File: src/rtl/popfree_pkg.sv
package popfree_pkg;

  localparam int WORD_W = 16;
  localparam int VOL_W  = 5;

  // Field positions decoded by the front end.
  localparam int B_CORNER  = 1;
  localparam int B_CHG_OFF = 2;
  localparam int B_MIC_OFF = 3;
  localparam int B_ALC_OFF = 4;
  localparam int B_REC_FLT = 5;
  localparam int B_ALT_FLT = 6;
  localparam int B_REC_OFF = 7;
  localparam int B_LIN_OFF = 8;
  localparam int B_LIN_UNM = 9;
  localparam int B_SPK_OFF = 10;
  localparam int B_VOL_LO  = 11;

  typedef enum logic [1:0] {
    MODE_REC  = 2'd0,
    MODE_SPK  = 2'd1,
    MODE_LINE = 2'd2,
    MODE_RSVD = 2'd3
  } fe_mode_e;

  typedef enum logic [2:0] {
    SQ_NONE      = 3'd0,
    SQ_UP_PB     = 3'd1,
    SQ_UP_REC    = 3'd2,
    SQ_TO_SPK    = 3'd3,
    SQ_SPK_2_REC = 3'd4,
    SQ_LIN_2_REC = 3'd5,
    SQ_TO_LINE   = 3'd6
  } seq_id_e;

  typedef enum logic [1:0] {
    ACT_STBY  = 2'd0,
    ACT_DUMMY = 2'd1,
    ACT_WORD  = 2'd2
  } act_e;

  function automatic logic [WORD_W-1:0] fe_word(
    input logic corner, input logic alt_flt, input logic chg_off,
    input logic mic_off, input logic alc_off, input logic rec_flt,
    input logic rec_off, input logic lin_off, input logic lin_unm,
    input logic spk_off, input logic [VOL_W-1:0] volc);
    logic [WORD_W-1:0] w;
    w = '0;
    w[B_CORNER]  = corner;
    w[B_CHG_OFF] = chg_off;
    w[B_MIC_OFF] = mic_off;
    w[B_ALC_OFF] = alc_off;
    w[B_REC_FLT] = rec_flt;
    w[B_ALT_FLT] = alt_flt;
    w[B_REC_OFF] = rec_off;
    w[B_LIN_OFF] = lin_off;
    w[B_LIN_UNM] = lin_unm;
    w[B_SPK_OFF] = spk_off;
    w[B_VOL_LO +: VOL_W] = volc;
    return w;
  endfunction

endpackage

File: src/rtl/ms_timebase.sv
module ms_timebase #(
  parameter int TICK_DIV = 250000
) (
  input  logic clk,
  input  logic rst_ni,
  input  logic clr,
  output logic tick
);
  localparam int TW = $clog2(TICK_DIV + 1);
  localparam logic [TW-1:0] LAST = TW'(TICK_DIV - 1);

  logic [TW-1:0] cnt_q, cnt_n;
  logic          tick_n;

  always_comb begin
    tick_n = 1'b0;
    if (clr) begin
      cnt_n = '0;
    end else if (cnt_q == LAST) begin
      cnt_n  = '0;
      tick_n = 1'b1;
    end else begin
      cnt_n = cnt_q + TW'(1);
    end
  end

  always_ff @(posedge clk or negedge rst_ni) begin
    if (!rst_ni) begin
      cnt_q <= '0;
      tick  <= 1'b0;
    end else begin
      cnt_q <= cnt_n;
      tick  <= tick_n;
    end
  end
endmodule

File: src/rtl/tw_master.sv
module tw_master #(
  parameter int WORD_W   = 16,
  parameter int HALF_DIV = 84
) (
  input  logic              clk,
  input  logic              rst_ni,
  input  logic              go,
  input  logic              dummy,
  input  logic [WORD_W-1:0] word,
  output logic              cs,
  output logic              sclk,
  output logic              sdata,
  output logic              done
);
  localparam int PW = $clog2(HALF_DIV + 1);
  localparam int BW = $clog2(WORD_W);
  localparam logic [PW-1:0] PLAST = PW'(HALF_DIV - 1);
  localparam logic [BW-1:0] BLAST = BW'(WORD_W - 1);

  typedef enum logic [2:0] {M_IDLE, M_SETUP, M_HI, M_LO, M_HOLD, M_GAP} mst_e;

  mst_e              st_q, st_n;
  logic [PW-1:0]     pcnt_q, pcnt_n;
  logic [BW-1:0]     bit_q, bit_n;
  logic [WORD_W-1:0] sh_q, sh_n;
  logic              dmy_q, dmy_n, done_n;
  logic              ph_end;

  assign ph_end = (pcnt_q == PLAST);

  always_comb begin
    st_n   = st_q;
    bit_n  = bit_q;
    sh_n   = sh_q;
    dmy_n  = dmy_q;
    done_n = 1'b0;
    pcnt_n = ph_end ? '0 : pcnt_q + PW'(1);
    case (st_q)
      M_IDLE: begin
        pcnt_n = '0;
        if (go) begin
          st_n  = M_SETUP;
          bit_n = '0;
          dmy_n = dummy;
          sh_n  = dummy ? '0 : word;
        end
      end
      M_SETUP: if (ph_end) st_n = dmy_q ? M_HOLD : M_HI;
      M_HI: if (ph_end) begin
        if (bit_q == BLAST) begin
          st_n = M_HOLD;
        end else begin
          st_n  = M_LO;
          sh_n  = sh_q >> 1;
          bit_n = bit_q + BW'(1);
        end
      end
      M_LO:   if (ph_end) st_n = M_HI;
      M_HOLD: if (ph_end) st_n = M_GAP;
      M_GAP: if (ph_end) begin
        st_n   = M_IDLE;
        done_n = 1'b1;
      end
      default: st_n = M_IDLE;
    endcase
  end

  always_ff @(posedge clk or negedge rst_ni) begin
    if (!rst_ni) begin
      st_q   <= M_IDLE;
      pcnt_q <= '0;
      bit_q  <= '0;
      sh_q   <= '0;
      dmy_q  <= 1'b0;
      done   <= 1'b0;
      cs     <= 1'b0;
      sclk   <= 1'b0;
      sdata  <= 1'b0;
    end else begin
      st_q   <= st_n;
      pcnt_q <= pcnt_n;
      bit_q  <= bit_n;
      sh_q   <= sh_n;
      dmy_q  <= dmy_n;
      done   <= done_n;
      cs     <= (st_n == M_SETUP) || (st_n == M_HI) || (st_n == M_LO) || (st_n == M_HOLD);
      sclk   <= (st_n == M_HI);
      sdata  <= (st_n == M_IDLE || st_n == M_GAP) ? 1'b0 : sh_n[0];
    end
  end
endmodule

File: src/rtl/seq_rom.sv
module seq_rom
  import popfree_pkg::*;
#(
  parameter int   DLY_W       = 8,
  parameter logic CORNER_SEL  = 1'b0,
  parameter logic PB_ALT_FLT  = 1'b0,
  parameter int   D_STBY      = 200,
  parameter int   D_DUMMY     = 20,
  parameter int   D_CHG       = 50,
  parameter int   D_SPK_UP    = 150,
  parameter int   D_LINE_UP   = 10,
  parameter int   D_ALC       = 30,
  parameter int   D_REC_UP    = 10,
  parameter int   D_SPK_SW    = 20,
  parameter int   D_LINE_SW   = 5
) (
  input  seq_id_e           seq,
  input  logic [2:0]        idx,
  input  logic [VOL_W-1:0]  volc,
  output act_e              act,
  output logic [WORD_W-1:0] word,
  output logic [DLY_W-1:0]  wait_ms,
  output logic              last
);
  localparam logic [VOL_W-1:0] V0 = '0;
  logic [WORD_W-1:0] w_dflt, w_pb_idle, w_pb_spk, w_pb_line;
  logic [WORD_W-1:0] w_rec_up, w_rec_mute, w_rec_spk, w_sw_idle, w_sw_spk;

  always_comb begin
    w_dflt     = fe_word(1'b1, 1'b0, 1'b0, 1'b0, 1'b0, 1'b0, 1'b0, 1'b1, 1'b0, 1'b1, V0);
    w_pb_idle  = fe_word(CORNER_SEL, PB_ALT_FLT, 1'b1, 1'b1, 1'b1, 1'b0, 1'b1, 1'b1, 1'b0, 1'b1, V0);
    w_pb_spk   = fe_word(CORNER_SEL, PB_ALT_FLT, 1'b1, 1'b1, 1'b1, 1'b0, 1'b1, 1'b1, 1'b0, 1'b0, V0);
    w_pb_line  = fe_word(CORNER_SEL, PB_ALT_FLT, 1'b1, 1'b1, 1'b1, 1'b0, 1'b1, 1'b0, 1'b1, 1'b0, V0);
    w_rec_up   = fe_word(CORNER_SEL, 1'b0, 1'b1, 1'b0, 1'b1, 1'b1, 1'b0, 1'b1, 1'b0, 1'b1, V0);
    w_rec_mute = fe_word(CORNER_SEL, 1'b0, 1'b1, 1'b0, 1'b0, 1'b1, 1'b0, 1'b1, 1'b0, 1'b1, V0);
    w_rec_spk  = fe_word(CORNER_SEL, 1'b0, 1'b1, 1'b0, 1'b0, 1'b1, 1'b0, 1'b1, 1'b0, 1'b0, V0);
    w_sw_idle  = fe_word(CORNER_SEL, PB_ALT_FLT, 1'b1, 1'b1, 1'b1, 1'b0, 1'b1, 1'b1, 1'b0, 1'b1, volc);
    w_sw_spk   = fe_word(CORNER_SEL, PB_ALT_FLT, 1'b1, 1'b1, 1'b1, 1'b0, 1'b1, 1'b1, 1'b0, 1'b0, volc);
  end

  always_comb begin
    act     = ACT_WORD;
    word    = w_dflt;
    wait_ms = '0;
    last    = 1'b0;
    case (seq)
      SQ_UP_PB, SQ_UP_REC: begin
        case (idx)
          3'd0: begin act = ACT_STBY;  wait_ms = DLY_W'(D_STBY);  end
          3'd1: begin act = ACT_DUMMY; wait_ms = DLY_W'(D_DUMMY); end
          3'd2: begin
            word    = (seq == SQ_UP_PB) ? w_pb_idle : w_rec_up;
            wait_ms = (seq == SQ_UP_PB) ? DLY_W'(D_CHG) : DLY_W'(D_ALC);
          end
          3'd3: begin
            word    = (seq == SQ_UP_PB) ? w_pb_spk : w_rec_mute;
            wait_ms = (seq == SQ_UP_PB) ? DLY_W'(D_SPK_UP) : DLY_W'(D_REC_UP);
            last    = (seq == SQ_UP_REC) ? 1'b0 : 1'b0;
          end
          3'd4: begin
            word    = (seq == SQ_UP_PB) ? w_pb_line : w_dflt;
            wait_ms = (seq == SQ_UP_PB) ? DLY_W'(D_LINE_UP) : '0;
            last    = (seq == SQ_UP_REC);
          end
          default: begin word = w_dflt; last = 1'b1; end
        endcase
      end
      SQ_TO_SPK: begin
        case (idx)
          3'd0:    word = w_rec_mute;
          3'd1:    begin word = w_sw_idle; wait_ms = DLY_W'(D_SPK_SW); end
          default: begin word = w_sw_spk; last = 1'b1; end
        endcase
      end
      SQ_SPK_2_REC: begin
        if (idx == 3'd0) begin word = w_rec_mute; wait_ms = DLY_W'(D_SPK_SW); end
        else             begin word = w_rec_spk;  last = 1'b1; end
      end
      SQ_LIN_2_REC: begin word = w_rec_mute; last = 1'b1; end
      SQ_TO_LINE: begin
        if (idx == 3'd0) begin word = w_pb_idle; wait_ms = DLY_W'(D_LINE_SW); end
        else             begin word = w_pb_line; last = 1'b1; end
      end
      default: begin act = ACT_STBY; last = 1'b1; end
    endcase
  end
endmodule

File: src/rtl/popfree_seq.sv
module popfree_seq
  import popfree_pkg::*;
#(
  parameter int   TICK_DIV   = 250000,
  parameter int   HALF_DIV   = 84,
  parameter int   DLY_W      = 8,
  parameter logic CORNER_SEL = 1'b0,
  parameter logic PB_ALT_FLT = 1'b0,
  parameter int   D_STBY     = 200,
  parameter int   D_DUMMY    = 20,
  parameter int   D_CHG      = 50,
  parameter int   D_SPK_UP   = 150,
  parameter int   D_LINE_UP  = 10,
  parameter int   D_ALC      = 30,
  parameter int   D_REC_UP   = 10,
  parameter int   D_SPK_SW   = 20,
  parameter int   D_LINE_SW  = 5
) (
  input  logic       clk,
  input  logic       rst_n,
  input  logic       start,
  input  logic [1:0] mode,
  input  logic [4:0] vol,
  output logic       fe_standby,
  output logic       fe_cs,
  output logic       fe_sclk,
  output logic       fe_sdata,
  output logic       busy
);
  typedef enum logic [1:0] {Q_IDLE, Q_ACT, Q_XFER, Q_WAIT} qst_e;

  logic [1:0] rsync_q;
  logic       rst_ni;

  always_ff @(posedge clk or negedge rst_n) begin
    if (!rst_n) rsync_q <= 2'b00;
    else        rsync_q <= {rsync_q[0], 1'b1};
  end
  assign rst_ni = rsync_q[1];

  qst_e             st_q, st_n;
  seq_id_e          seq_q, seq_n, sel;
  fe_mode_e         cur_q, cur_n, tgt_q, tgt_n, req;
  logic [2:0]       idx_q, idx_n;
  logic [VOL_W-1:0] vol_q, vol_n;
  logic [DLY_W-1:0] dly_q, dly_n;
  logic             pwr_q, pwr_n, stby_n, busy_n, step_done, tb_clr, m_go;
  logic             tick, m_done;
  act_e             r_act;
  logic [WORD_W-1:0] r_word;
  logic [DLY_W-1:0]  r_wait;
  logic              r_last;

  assign req = fe_mode_e'(mode);

  always_comb begin
    sel = SQ_NONE;
    if (req != MODE_RSVD) begin
      if (!pwr_q)                sel = (req == MODE_REC) ? SQ_UP_REC : SQ_UP_PB;
      else if (req == cur_q)     sel = SQ_NONE;
      else if (req == MODE_REC)  sel = (cur_q == MODE_SPK) ? SQ_SPK_2_REC : SQ_LIN_2_REC;
      else if (req == MODE_SPK)  sel = SQ_TO_SPK;
      else                       sel = SQ_TO_LINE;
    end
  end

  always_comb begin
    st_n = st_q; seq_n = seq_q; cur_n = cur_q; tgt_n = tgt_q;
    idx_n = idx_q; vol_n = vol_q; dly_n = dly_q; pwr_n = pwr_q;
    stby_n = fe_standby; busy_n = busy;
    step_done = 1'b0; tb_clr = 1'b0; m_go = 1'b0;
    case (st_q)
      Q_IDLE: if (start && sel != SQ_NONE) begin
        st_n = Q_ACT; seq_n = sel; idx_n = '0;
        vol_n = vol; tgt_n = req; busy_n = 1'b1;
      end
      Q_ACT: begin
        if (r_act == ACT_STBY) begin
          stby_n    = 1'b1;
          step_done = 1'b1;
        end else begin
          m_go = 1'b1;
          st_n = Q_XFER;
        end
      end
      Q_XFER: step_done = m_done;
      Q_WAIT: if (tick) begin
        if (dly_q == DLY_W'(1)) begin
          st_n  = Q_ACT;
          idx_n = idx_q + 3'd1;
        end else begin
          dly_n = dly_q - DLY_W'(1);
        end
      end
      default: st_n = Q_IDLE;
    endcase
    if (step_done) begin
      if (r_last) begin
        st_n = Q_IDLE; busy_n = 1'b0; pwr_n = 1'b1; cur_n = tgt_q;
      end else if (r_wait == '0) begin
        st_n = Q_ACT; idx_n = idx_q + 3'd1;
      end else begin
        st_n = Q_WAIT; dly_n = r_wait; tb_clr = 1'b1;
      end
    end
  end

  always_ff @(posedge clk or negedge rst_ni) begin
    if (!rst_ni) begin
      st_q       <= Q_IDLE;
      seq_q      <= SQ_NONE;
      cur_q      <= MODE_REC;
      tgt_q      <= MODE_REC;
      idx_q      <= '0;
      vol_q      <= '0;
      dly_q      <= '0;
      pwr_q      <= 1'b0;
      fe_standby <= 1'b0;
      busy       <= 1'b0;
    end else begin
      st_q       <= st_n;
      seq_q      <= seq_n;
      cur_q      <= cur_n;
      tgt_q      <= tgt_n;
      idx_q      <= idx_n;
      vol_q      <= vol_n;
      dly_q      <= dly_n;
      pwr_q      <= pwr_n;
      fe_standby <= stby_n;
      busy       <= busy_n;
    end
  end

  seq_rom #(
    .DLY_W(DLY_W), .CORNER_SEL(CORNER_SEL), .PB_ALT_FLT(PB_ALT_FLT),
    .D_STBY(D_STBY), .D_DUMMY(D_DUMMY), .D_CHG(D_CHG), .D_SPK_UP(D_SPK_UP),
    .D_LINE_UP(D_LINE_UP), .D_ALC(D_ALC), .D_REC_UP(D_REC_UP),
    .D_SPK_SW(D_SPK_SW), .D_LINE_SW(D_LINE_SW)
  ) u_rom (
    .seq(seq_q), .idx(idx_q), .volc(vol_q),
    .act(r_act), .word(r_word), .wait_ms(r_wait), .last(r_last)
  );

  ms_timebase #(.TICK_DIV(TICK_DIV)) u_tb (
    .clk(clk), .rst_ni(rst_ni), .clr(tb_clr), .tick(tick)
  );

  tw_master #(.WORD_W(WORD_W), .HALF_DIV(HALF_DIV)) u_ser (
    .clk(clk), .rst_ni(rst_ni), .go(m_go), .dummy(r_act == ACT_DUMMY),
    .word(r_word), .cs(fe_cs), .sclk(fe_sclk), .sdata(fe_sdata), .done(m_done)
  );
endmodule

File: config.mk
export PLATFORM = sky130hd
export DESIGN_NAME = popfree_seq
export DESIGN_NICKNAME = d
export VERILOG_FILES = /design/src/rtl/popfree_pkg.sv /design/src/rtl/ms_timebase.sv /design/src/rtl/tw_master.sv /design/src/rtl/seq_rom.sv /design/src/rtl/popfree_seq.sv
export SDC_FILE = /design/constraint.sdc
export NUM_CORES = 1
export LEC_CHECK = 0
export BUFFER_PORTS_ARGS = -buffer_cell sky130_fd_sc_hd__buf_4
export CAP_MARGIN = 10
export CELL_PAD_IN_SITES_DETAIL_PLACEMENT = 1
export CELL_PAD_IN_SITES_GLOBAL_PLACEMENT = 1
export CORE_ASPECT_RATIO = 0.5
export CORE_MARGIN = 4
export CORE_UTILIZATION = 53
export CTS_BUF_LIST = sky130_fd_sc_hd__clkbuf_16
export DETAILED_ROUTE_END_ITERATION = 10
export PLACE_DENSITY_LB_ADDON = 0.3
export SETUP_SLACK_MARGIN = 0.05
export SLEW_MARGIN = 25
export SYNTH_ARGS = -nofsm -noshare
export SYNTH_HDL_FRONTEND = slang
export SYNTH_SLANG_ARGS = --single-unit
File: constraint.sdc
create_clock -name clk -period 5.7 [get_ports clk]
set_clock_uncertainty 0.15 [all_clocks]
set_input_delay 1.14 -clock clk [delete_from_list [all_inputs] [get_ports clk]]
set_output_delay 1.14 -clock clk [all_outputs]
set_load 0.02 [all_outputs]
Word level (Yosys, flattened, before mapping):

Cells that the tools add are included.

* add/subtract/negate cells: 5
* multipliers: 0
* div/mod/pow operators: 0
* order comparisons: 0
* equal/unequal tests: 39
* shifts and indexed selects: 0
* multiplexer cells: 88
* bitwise logic cells: 0
* reductions and logical operators: 26

Operators with widths (number)
* $pmux 16 s5: 1
* $mux 16: 4
* $mux 8: 8
* $pmux 16 s2: 2
* $mux 3: 20
* $pmux 16 s3: 1
* $mux 11: 4
* $pmux 8 s5: 1
* $mux 18: 2
* $pmux 8 s4: 1
* $eq 3x2->1 const B: 8
* $eq 3x3->1 const B: 8
* $add 18x1->18 const B: 1
* $eq 18x18->1 const B: 1
* $mux 1: 18
* $pmux 3 s6: 1
* $mux 2: 8
* $mux 4: 4
* $mux 7: 2
* $eq 3x1->1 const B: 4
* $mux 5: 2
* $logic_not 3->1: 3
* $ne 3x3->1 const B: 3
* $eq 2x1->1 const B: 4
* 31 further kinds: 47

* register bits after elaboration: 84
* bits in latches: 0
* memory bits (writable): 0
* bits in read-only memories: 0
* bits of input ports: 10
* output and inout port bits: 5
* logic and storage cells: 181
* memories: 0

Logic depth before layout (Yosys ltp):

* depth after elaboration: 13
* mapped depth: 11
* mapped depth without buffers: 8

Hierarchy:

Synthesis repeated with hierarchy kept, for this count alone.

* cell total of the unflattened synthesis: 489
* area, all modules: 4859.7 µm²

By module, submodules not included
* popfree_seq: times used 1, cells an instance 167, area an instance 1731.7 µm², seq. area each 750.7 µm²
* tw_master: times used 1, cells an instance 143, area an instance 1652.8 µm², seq. area each 875.8 µm²
* ms_timebase: times used 1, cells an instance 94, area an instance 953.4 µm², seq. area each 475.5 µm²
* seq_rom: times used 1, cells an instance 85, area an instance 521.8 µm², seq. area each 0.0 µm²

Worst setup path after synthesis:

Ideal clock, no wire load.

* path kind: input -> register
* from: input mode[1]
* to: register tgt_q[0]
* setup time: 125 ps
* arrival: 2488 ps
* required time: 5425 ps
* slack: 2937 ps
* stages on the path: 6
* buffers on the path: 2
* path through: clkbuf_1 and2_1 o21ai_0 nand4_1 clkbuf_1 mux2_2

* word-level cells in the longest chain between the ends: 9
* elaborated cells between the ends (all ways): 13
* classes of those cells: eq/ne (3); mux (6); reduce/logical (4)

Ends and longest elaborated chain
* start, declared: RTL line popfree_seq.sv:22 `input logic [1:0] mode,`
* $eq 2x1->1: RTL line popfree_seq.sv:62 `else if (req == MODE_SPK) sel = SQ_TO_SPK;`
* $mux 3: RTL line popfree_seq.sv:62
* $mux 3: RTL line popfree_seq.sv:61 `else if (req == MODE_REC) sel = (cur_q == MODE_SPK) ? SQ_SPK_2_REC : SQ_LIN_2_REC;`
* $mux 3: RTL line popfree_seq.sv:60 `else if (req == cur_q) sel = SQ_NONE;`
* $mux 3: RTL line popfree_seq.sv:59 `if (!pwr_q) sel = (req == MODE_REC) ? SQ_UP_REC : SQ_UP_PB;`
* $mux 3 *: RTL line popfree_seq.sv:58 `if (req != MODE_RSVD) begin`
* $reduce_bool 3->1 *: RTL line popfree_seq.sv:73 `Q_IDLE: if (start && sel != SQ_NONE) begin`
* $logic_and 1x1->1 *: RTL line popfree_seq.sv:73
* $reduce_and 2->1 (no line) *
* end signal, assigned: RTL line popfree_seq.sv:124 `tgt_q <= tgt_n;`
* end, declared: RTL line popfree_seq.sv:43 `fe_mode_e cur_q, cur_n, tgt_q, tgt_n, req;`

Mark *: on every way between the ends. The rest lies on a longest branch, timed or not.
A chain may end at the register's enable or synchronous reset.

Worst setup path in the final report:

* from: register idx_q[0]
* to: register u_ser.sclk

* word-level cells in the longest chain between the ends: 9
* elaborated cells between the ends (all ways): 10
* classes of those cells: eq/ne (2); mux (6); reduce/logical (2)

Ends and longest elaborated chain
* start, declared: RTL line popfree_seq.sv:44 `logic [2:0] idx_q, idx_n;`
* start signal, assigned: RTL line popfree_seq.sv:125 `idx_q <= idx_n;`
* $eq 3x1->1 / $logic_not 3->1 (equally long branches): RTL line seq_rom.sv:48 `case (idx)`
* $pmux 2 s2 *: RTL line seq_rom.sv:48
* $pmux 2 s2 *: RTL line seq_rom.sv:46 `case (seq)`
* $logic_not 2->1 *: RTL line popfree_seq.sv:78 `if (r_act == ACT_STBY) begin`
* $mux 1 *: RTL line popfree_seq.sv:78
* $mux 1 *: RTL line popfree_seq.sv:72 `case (st_q)`
* $mux 3 *: RTL line tw_master.sv:41 `if (go) begin`
* $pmux 3 s6 *: RTL line tw_master.sv:38 `case (st_q)`
* $eq 3x2->1 *: RTL line tw_master.sv:87 `sclk <= (st_n == M_HI);`
* end signal, assigned: RTL line tw_master.sv:87
* end, declared: RTL line tw_master.sv:11 `output logic sclk,`

Marked as above.

==> results.json <==
{
  "netlist_top_cells_area": "dfrtp_1 (45%), nor2_1 (4.4%), ha_1 (4.0%)",
  "setup_tns_ps": 0,
  "final.fill_count": 945,
  "fin_ws_ps": 2410,
  "nets": 522,
  "r2r_end": "u_ser.sclk",
  "rsz0062_at_grt": "no",
  "crit_arrival_ps": 3420,
  "power.static_leakage_uw": 0.00225,
  "syn-cell-area_um2": 4650,
  "grt_pass1_vias": 3857,
  "hpwlAfterDp_mm": 7.75,
  "fin_crit_sh_pct": 57.8,
  "ant_nets": 0,
  "drive_gt1_share_pct": 11.2,
  "whs_ps": -4.40,
  "final_cells": 614,
  "post_cts_buffers": 0,
  "worst_pin_slew_ps": 921,
  "violations": "negative hold slack",
  "setup_viol": 0,
  "first_pass_iters": 4,
  "gr-usage-all-layers_pct": 23.5,
  "ir_drop_mv": 0.163,
  "cp_slowest_cell": "o21ai_2",
  "r2r-start": "idx_q[0]",
  "ys_ff_latch": 84,
  "die_y_um": 74.3,
  "drt_iter0_markers": 172,
  "ys_seq_area_share_pct": 45.2,
  "ys_types": 65,
  "fmax_mhz": 304,
  "syn-num-nets": 520,
  "drc": 0,
  "syn_to_final_growth_pct": 9.27,
  "place_inst": 598,
  "die-width_um": 141,
  "cp-start-kind": "flip-flop",
  "antennaDiodeCount": 0,
  "grt_pass1_wl_mm": 19.5,
  "via_per_inst": 5.94,
  "coreArea_um2": 8260,
  "crit_path_max_incr_delay_ps": 610,
  "place_congestion": 0.884,
  "relSlewSlack_pct": 38.6,
  "power_density_nw_per_um2": 232,
  "cts_max_path_buffers": 2,
  "final_cell_area_um2": 5090,
  "cp_max_fo": 20,
  "end_kind": "flip-flop",
  "crit_required_ps": 5820,
  "ys.flop_type": "dfrtp_1",
  "antenna_found_initial": 0,
  "cts.htree.levels": 3,
  "vias": 3649,
  "start_util_pct": 56.4,
  "synth_top_area_share_pct": 45.2,
  "criticalPathCategory": "flip-flop to flip-flop",
  "post-place-ws_ps": 2430,
  "synthArstFlopShare_pct": 100,
  "tritoncts": "yes",
  "clkSlewWorstSetupHoldPaths_ps": 60,
  "wl_mm": 11.3,
  "dpl_cell_area_um2": 4800,
  "seqCellArea_um2": 2110,
  "cts_made_buffers": 9,
  "synthCells": 495,
  "cts.sinks": 84,
  "die_area_um2": 10400,
  "ctsResizeCount": 0,
  "rows": 23,
  "synth_top_area_cell": "dfrtp_1",
  "path_buf_inv": 1,
  "most-common-layout-cells": "dfrtp_1 (83), nor2_1 (54), nand2_1 (41), a21oi_1 (34), nand3_1 (25)",
  "yosysWarnings": 0,
  "io_pins": 15,
  "path_cells": "inv_1 -> ha_1 -> or3b_4 -> maj3_1 -> o21ai_2 -> a22oi_1 -> o21ai_0 -> and2_1",
  "post_drt_wl_per_cell_um": 18.3,
  "mostFrequentLayoutCell": "dfrtp_1",
  "grt_max_degree": 73,
  "clockRootBuffer": "clkbuf_16",
  "min_period_ps": 3290,
  "cp_top_family": "compound AO/OA/AOI/OAI gates",
  "io_buffers": 14,
  "synth_edf_count": 0,
  "final-max-slew-violation-count": 0,
  "rrSetupSlack_ps": 2410,
  "r2r_cells": 8,
  "grt_remaining_overflow": 0,
  "multiInputGateArea_um2": 2370,
  "cap_violations": 0,
  "hold_viol_final": 10,
  "status": "finished with violations",
  "cts_hold_buf": 0,
  "clock_latency_ps": 340,
  "avgSynthCellArea_um2": 9.40,
  "worstHoldPathType": "flip-flop to asynchronous set/reset pin"
}
==> routing by layer <==
metal	share of wire, %	GRT usage (%)	routed length (um)
met5	0	0	0
met4	1.2	6.66	140
met1	45	29.9	5110
met2	50	41.2	5620
met3	3.5	5.27	391
==> how the worst max path moves through the flow <==
| stage | from | endpoint | cells after the start |
|---|---|---|---|
| 3_5_place_dp | idx_q[0] | u_ser.sclk | 8 |
| 6_report | idx_q[0] | u_ser.sclk | 8 |
| 5_1_grt | idx_q[0] | u_ser.sclk | 8 |
| 2_1_floorplan | mode[1] | tgt_q[0] | 6 |
| 4_1_cts | idx_q[0] | u_ser.sclk | 8 |
| 3_3_place_gp | idx_q[0] | u_ser.sclk | 8 |
==> through the flow <==
step / power [uW] / utilization (%)
2_1_floorplan: 620 / -
3_3_place_gp: 629 / 58.1
3_5_place_dp: 630 / 58.1
4_1_cts: 1190 / 61.6
5_1_grt: 1230 / 61.6
6_report: 1180 / 61.6
==> state kept, by name (all words and copies together) (netlist names), 2 cells and up <==
name / cells
tgt_q: 2
u_ser.pcnt_q: 7
u_tb.cnt_q: 18
seq_q: 3
rsync_q: 2
vol_q: 5
idx_q: 3
st_q: 2
u_ser.sh_q: 16
u_ser.bit_q: 4
dly_q: 8
cur_q: 2
u_ser.st_q: 3
==> Yosys cell counts, types with 8 or more instances <==
cell type / count
a21oi_1: 34
buf_2: 8
clkbuf_1: 12
dfrtp_1: 84
ha_1: 15
inv_1: 18
mux2_2: 10
nand2_1: 41
nand2b_1: 11
nand3_1: 25
nand4_1: 9
nor2_1: 54
nor3_1: 9
o21ai_0: 24
o22ai_1: 9
xnor2_1: 17
xor2_1: 13
==> layout make-up <==
type	instances	area share, %
clock buffers	9	4.43
clock inverters	7	1.21
inverters	18	1.33
multi-input cells	368	46.5
flip-flops and latches	84	41.4
well taps	112	2.76
repair buffers	16	2.36
==> report_power, final <==
part	total, uW	leakage [uW]	internal (uW)	switching (uW)
Sequential	599	0.00110	597	1.44
Combinational	19.2	0.00101	5.67	13.5
Clock	563	0.000145	334	229
Total	1180	0.00225	937	244
==> cells by family (layout without fill, tap and decap cells) <==
group | Yosys count | in the layout | synth area share, %
DFF | 84 | 84 | 45.2
other | 1 | 1 | 0.0806
buffers and inverters | 43 | 50 | 4.01
AOI/OAI and AO/OA | 108 | 108 | 15.3
and+or+nand+nor | 199 | 199 | 22.3
xor gates and xnor gates | 30 | 30 | 5.65
adders and majority gates | 17 | 17 | 4.46
muxes | 13 | 13 | 3.06
Note: power is estimated with default switching activity, not from simulation.
